==> config.mk <==
export PLATFORM = sky130hd
export DESIGN_NAME = privtrap_outcome
export DESIGN_NICKNAME = d
export VERILOG_FILES = /design/src/rtl/privtrap_pkg.sv /design/src/rtl/privtrap_outcome.sv
export SDC_FILE = /design/constraint.sdc
export NUM_CORES = 1
export LEC_CHECK = 0
export BUFFER_PORTS_ARGS = -buffer_cell sky130_fd_sc_hd__buf_2
export CAP_MARGIN = 10
export CORE_AREA = 2 2 39 41
export DETAILED_ROUTE_END_ITERATION = 7
export DIE_AREA = 0 0 41 43
export GPL_ROUTABILITY_DRIVEN = 0
export PLACE_DENSITY = 0.31
export SKIP_LAST_GASP = 1
export SLEW_MARGIN = 10
export SYNTH_ARGS = -nofsm -noshare
export SYNTH_HDL_FRONTEND = slang
export SYNTH_SLANG_ARGS = --single-unit
==> constraint.sdc <==
create_clock -name vclk -period 0.9
set_clock_uncertainty 0.1 [all_clocks]
set_input_delay 0.135 -clock vclk [all_inputs]
set_output_delay 0.135 -clock vclk [all_outputs]
set_load 0.02 [all_outputs]
==> src/rtl/privtrap_pkg.sv <==
package privtrap_pkg;

  localparam logic [1:0] OP_WFI      = 2'd0;
  localparam logic [1:0] OP_SFENCE   = 2'd1;
  localparam logic [1:0] OP_HFENCE_V = 2'd2;
  localparam logic [1:0] OP_HFENCE_G = 2'd3;

  localparam logic [1:0] PRIV_U = 2'd0;
  localparam logic [1:0] PRIV_S = 2'd1;
  localparam logic [1:0] PRIV_M = 2'd3;

  typedef enum logic [1:0] {
    VERD_EXEC    = 2'd0,
    VERD_ILLEGAL = 2'd1,
    VERD_VIRTUAL = 2'd2
  } verdict_e;

  typedef struct packed {
    logic [1:0] op;
    logic [1:0] priv;
    logic       virt;
    logic       tw;
    logic       tvm;
    logic       vtw;
    logic       vtvm;
    logic       has_s;
    logic       has_h;
  } req_t;

  function automatic verdict_e judge_wfi(input req_t r);
    logic in_u, in_s, ill, vf;
    in_u = (r.priv == PRIV_U);
    in_s = (r.priv == PRIV_S);
    ill  = (r.tw && (in_s || (in_u && !r.has_s))) ||
           (r.has_s && in_u && !r.virt);
    vf   = r.virt && (in_u || (in_s && r.vtw));
    if (ill)     return VERD_ILLEGAL;
    else if (vf) return VERD_VIRTUAL;
    else         return VERD_EXEC;
  endfunction

  function automatic verdict_e judge_sfence(input req_t r);
    logic below_s, ill, vf;
    below_s = (r.priv == PRIV_U);
    ill     = below_s || ((r.priv == PRIV_S) && r.tvm);
    vf      = r.has_h && r.virt && r.vtvm;
    if (ill)     return VERD_ILLEGAL;
    else if (vf) return VERD_VIRTUAL;
    else         return VERD_EXEC;
  endfunction

  function automatic verdict_e judge_hfence(input req_t r, input logic guest_phys);
    logic in_s, pre_ill;
    in_s    = (r.priv == PRIV_S);
    pre_ill = guest_phys && in_s && !r.virt && r.tvm;
    if (pre_ill)                              return VERD_ILLEGAL;
    else if (in_s && r.virt)                  return VERD_VIRTUAL;
    else if ((r.priv == PRIV_M) || in_s)      return VERD_EXEC;
    else                                      return VERD_ILLEGAL;
  endfunction

endpackage

==> src/rtl/privtrap_outcome.sv <==
module privtrap_outcome
  import privtrap_pkg::*;
#(
  parameter int CAUSE_W      = 5,
  parameter int ILLEGAL_CODE = 2,
  parameter int VIRTUAL_CODE = 22
) (
  input  logic               valid,
  input  logic [1:0]         op,
  input  verdict_e           verdict,
  output logic               halt,
  output logic               flush,
  output logic               illegal,
  output logic               virtual_fault,
  output logic [CAUSE_W-1:0] cause
);

  localparam logic [CAUSE_W-1:0] ILL_C = CAUSE_W'(ILLEGAL_CODE);
  localparam logic [CAUSE_W-1:0] VRT_C = CAUSE_W'(VIRTUAL_CODE);

  logic pass;
  assign pass          = valid && (verdict == VERD_EXEC);
  assign halt          = pass && (op == OP_WFI);
  assign flush         = pass && (op != OP_WFI);
  assign illegal       = valid && (verdict == VERD_ILLEGAL);
  assign virtual_fault = valid && (verdict == VERD_VIRTUAL);

  always_comb begin
    if (illegal)            cause = ILL_C;
    else if (virtual_fault) cause = VRT_C;
    else                    cause = '0;
  end

endmodule

==> flow_summary.yaml, run 1 <==
synthesis:
  synth_area_um2: 97.6
  syn-instance-count: 13
  synth.distinct_cells: 8
  synth_area_per_cell_um2: 7.51
  synth-seq-area-share_pct: 0
  yosysWarnings: 0
power:
  power_density_nw_per_um2: 445
  leakage_nw: 0.129
  internal_power_uw: 61.0
  switching_power_uw: 53.1
  clockPowerShare_pct: 0
  switching_share_pct: 46.5
  ir_drop_mv: 0.140
  comb_power_share_pct: 100.0
  power_frac_seq_pct: 0
  p_total_uw: 114
floorplan:
  die_w_um: 41
  std_cell_rows: 14
  initial_core_util_pct: 7.05
  dieArea_um2: 1760
  core_um2: 1380
  io_pins: 14
  die_h_um: 43
hold_path:
  hp-class: "primary input to primary output"
  hold_depth: 3
final_layout:
  n_fill_cell: 158
  num-clock-buffers: 0
  drive_gt1_share_pct: 80.8
  multi_input_area_um2: 90.1
  final_cell_count_no_fill: 42
  nNetsFinal: 33
  flops_and_latches: 0
  area.sequential_um2: 0
  stdcell_area_um2: 256
  syn2layout_area_growth_pct: 163
  insertedDiodeCount: 0
setup_path:
  path_buf_inv: 2
  cp_data_arrival_time_ns: 0.91
  crit_cells: 4
  cpLargestDelayFamily: "simple AND/OR/NAND/NOR gates"
  cp_common_cell: "buf_6"
  startpoint_type: "primary input"
  path_class: "primary input to primary output"
  cp_max_fo: 2
  worstPathRequired_ns: 0.66
  critPathMaxStageDelay_ns: 0.41
  end_kind: "primary output"
  cp_cell_sequence: "buf_6 -> or3b_4 -> nor3_4 -> buf_6"
  slowest_stage: "or3b_4"
place:
  placed_area_um2: 193
  io_buffer_count: 12
  place_inst: 42
route:
  drt-total-wl_um: 309
  wl_per_cell_um: 7.36
  postRouteAntennaNets: 0
  vias: 130
  drtPass1Iterations: 1
  drt_iter0_drc: 0
  drc: 0
  vias_per_cell: 3.10
global_routing:
  globalRouteTotalUtil_pct: 3.50
  grt_max_degree: 5
  grt_pass1_wl_um: 462
  first_global_vias: 109
  antenna_found_initial: 0
  overflow: 0
sta:
  whs_ns: 0.444
  worst_slack_ns: -0.242
  rsz0062_at_grt: "true"
  max_freq_mhz: 876
  hold_violations: 0
  setup_viol: 7
  min_period_ns: 1.14
  finalCritPeriodShare_pct: 127
  slew_viol_final: 0
job:
  drv_cap: 0
outcome:
  violations: "setup timing"
  outcome: "complete, but fails checks"
[cells in the mapped netlist]
library cell  count  area (µm²)
and3b_2           3        30.0
or3b_1            1        8.76
nor2_1            2        7.51
and2_1            1        6.26
buf_4             3        22.5
nor3_2            1        10.0
conb_1            1        3.75
xor2_1            1        8.76
[through the flow]
| step | setup WS (ns) | setup TNS, ns | utilization, % |
|---|---|---|---|
| after floorplan | -0.0888 | -0.166 | - |
| after detailed placement | -0.286 | -1.05 | 13.9 |
| after CTS | -0.249 | -1.26 | 19.3 |
| after global placement | -0.280 | -1.04 | 13.9 |
| final | -0.242 | -0.778 | 18.5 |
| after global routing | -0.271 | -0.969 | 18.5 |
[what timing repair did]
| action | CTS | global route |
|---|---|---|
| setup endpoints to repair | 7 | 7 |
| buffers inserted | 1 | 0 |
| pin swaps | 4 | 1 |
| cloned | 0 | 0 |
| resized for setup | 19 | 0 |
| hold buffers | 0 | 0 |
[path summary, 6_finish.rpt]
path,startpoint,endpoint,slack [ns]
setup / recovery,verdict[0],halt,-0.24
hold / removal,op[0],halt,0.44
[power groups by stage]
stage / Combinational [mW] / Clock (mW) / Sequential (mW)
floorplan: 0.0534 / 0 / 0
global placement: 0.0880 / 0 / 0
detailed placement: 0.0883 / 0 / 0
CTS: 0.120 / 0 / 0
global route: 0.124 / 0 / 0
finish: 0.114 / 0 / 0
[placed cells by master (no fill, tap or decap)]
cell type / instances
nor2_2: 1
buf_4: 1
and3b_2: 3
buf_2: 3
nor3_4: 1
conb_1: 2
and2_1: 1
buf_6: 11
or3b_4: 1
xor2_1: 1
nor2_1: 1
[logic make-up after synthesis]
| group | Yosys count | share of synthesized area, % |
|---|---|---|
| buffers and inverters | 3 | 23.1 |
| XOR/XNOR | 1 | 8.98 |
| AND/OR/NAND/NOR | 8 | 64.1 |
| other | 1 | 3.84 |
[layout make-up]
| type | count | share of cell area, % |
|---|---|---|
| Tap cell | 16 | 7.80 |
| Timing Repair Buffer | 15 | 57.1 |
| Multi-Input combinational cell | 11 | 35.1 |
[layer usage]
layer	vias to the layer above	GRT usage (%)	share of wire [%]
met5	-	0	0
met3	0	0	14
met2	14	5.00	29
met4	0	0	0
met1	51	6.03	56
li1	65	-	-
No activity file was read; power rests on OpenSTA's default activity.
==> run 2, diff against run 1 <==
--- a/config.mk
+++ b/config.mk
@@ -7,11 +7,12 @@
 export LEC_CHECK = 0
 export BUFFER_PORTS_ARGS = -buffer_cell sky130_fd_sc_hd__buf_2
 export CAP_MARGIN = 10
+export CELL_PAD_IN_SITES_DETAIL_PLACEMENT = 0
+export CELL_PAD_IN_SITES_GLOBAL_PLACEMENT = 2
 export CORE_AREA = 2 2 39 41
 export DETAILED_ROUTE_END_ITERATION = 7
 export DIE_AREA = 0 0 41 43
-export GPL_ROUTABILITY_DRIVEN = 0
-export PLACE_DENSITY = 0.31
+export PLACE_DENSITY = 0.55
 export SKIP_LAST_GASP = 1
 export SLEW_MARGIN = 10
 export SYNTH_ARGS = -nofsm -noshare
==> run 2 against run 1 <==
The flow still finishes with violations (setup timing). Critical path depth is the same. Utilization grew 0.36 points. Fmax shrank 1.1%. Global-route usage grew 0.50 points. Count of clock-buffer cells in the layout is the same. First-iteration DRC count is the same. Routed wire length shrank 0.32%. Design area grew 2.0%. Cell count is the same. Largest cell class unchanged.
==> flow_summary.yaml, run 2 (synthesized netlist as in run 1, its figures left out) <==
hold_path:
  hp-class: "primary input to primary output"
final_layout:
  drive_gt1_share_pct: 80.8
  stdcell_area_um2: 262
  syn2layout_area_growth_pct: 168
  layout_commonest_cell: "buf_6"
  num-clock-buffers: 0
  final_core_util_pct: 18.9
  nNetsFinal: 33
  area.sequential_um2: 0
  final_cell_mix: "11 x buf_6, 3 x and3b_2, 3 x buf_2"
  flops_and_latches: 0
  n_fill_cell: 150
  insertedDiodeCount: 0
global_routing:
  antenna_found_initial: 0
  first_global_vias: 133
  busiest_layer: "met2"
  grt_pass1_wl_um: 531
  use_met3_pct: 3.14
  grt_max_degree: 5
  globalRouteTotalUtil_pct: 4.00
  grt.met1_usage_pct: 4.44
  use_met2_pct: 6.25
  overflow: 0
route:
  vias_per_cell: 3.07
  drt-total-wl_um: 308
  drc: 0
  drtPass1Iterations: 1
  vias: 129
  wl_per_cell_um: 7.33
  postRouteAntennaNets: 0
  drt_iter0_drc: 0
place:
  gp_congestion: 0.570
  post-place-ws_ns: -0.296
  placed_area_um2: 193
  io_buffer_count: 12
setup_path:
  end_kind: "primary output"
  cp_data_arrival_time_ns: 0.92
  cp_max_fo: 2
  worstPathRequired_ns: 0.66
  path_class: "primary input to primary output"
  startpoint_type: "primary input"
sta:
  min_period_ns: 1.15
  setup_viol: 7
  finalCritPeriodShare_pct: 128
  worst_slack_ns: -0.254
  whs_ns: 0.444
  hold_violations: 0
  final.setup.tns_ns: -0.740
  slew_viol_final: 0
  rsz0062_at_grt: "true"
  max_freq_mhz: 867
power:
  switching_power_uw: 53.6
  leakage_nw: 0.130
  ir_drop_mv: 0.117
  comb_power_share_pct: 100.0
  switching_share_pct: 46.6
  internal_power_uw: 61.4
  clockPowerShare_pct: 0
  power_density_nw_per_um2: 440
  power_frac_seq_pct: 0
floorplan:
  core_um2: 1380
  die_w_um: 41
  die_h_um: 43
  initial_core_util_pct: 7.05
  dieArea_um2: 1760
  std_cell_rows: 14
  io_pins: 14
outcome:
  violations: "setup timing"
  outcome: "complete, but fails checks"
clock_network:
  hold_buffers: 0
job:
  drv_cap: 0
[run 2: cell counts in the layout (fill, tap and decap cells not counted)]
No cell type changed its count.
[run 2: layer usage]
metal | wire (µm) | share of wire (%) | up-vias
li1 | - | - | 65
met1 | 131 | 43 | 50
met2 | 106 | 34 | 14
met3 | 70 | 23 | 0
met4 | 0 | 0 | 0
met5 | 0 | 0 | -
[run 2: area by class of cell]
cell class | count | area, µm² | share of cell area (%)
timing repair buffer | 15 | 146 | 56.0
multi-input combinational | 11 | 95.1 | 36.4
tap | 16 | 20.0 | 7.66
[run 2: per-stage QoR]
stage	total power, mW	instances
after floorplan	0.0534	14
after global placement	0.0857	42
after detailed placement	0.0867	42
after CTS	0.121	43
after global routing	0.125	42
final	0.115	42
[run 2: critical path, stage by stage]
cell	delay [ns]
buf_6	0.09
or3b_4	0.42
nor3_4	0.14
buf_6	0.14
[run 2: timing repair]
item                       4_1_cts  5_1_grt
resized for setup               20        0
setup endpoints to repair        7        7
pin swaps                        4        2
setup buffers                    1        0
[run 2: final timing paths]
check | cells past startpoint | end | from
setup / recovery | 4 | halt | verdict[0]
hold / removal | 3 | halt | op[1]
[run 2: power groups by stage]
stage	Sequential [mW]	Combinational (mW)	Clock, mW
floorplan	0	0.0534	0
global placement	0	0.0857	0
detailed placement	0	0.0867	0
CTS	0	0.121	0
global route	0	0.125	0
finish	0	0.115	0
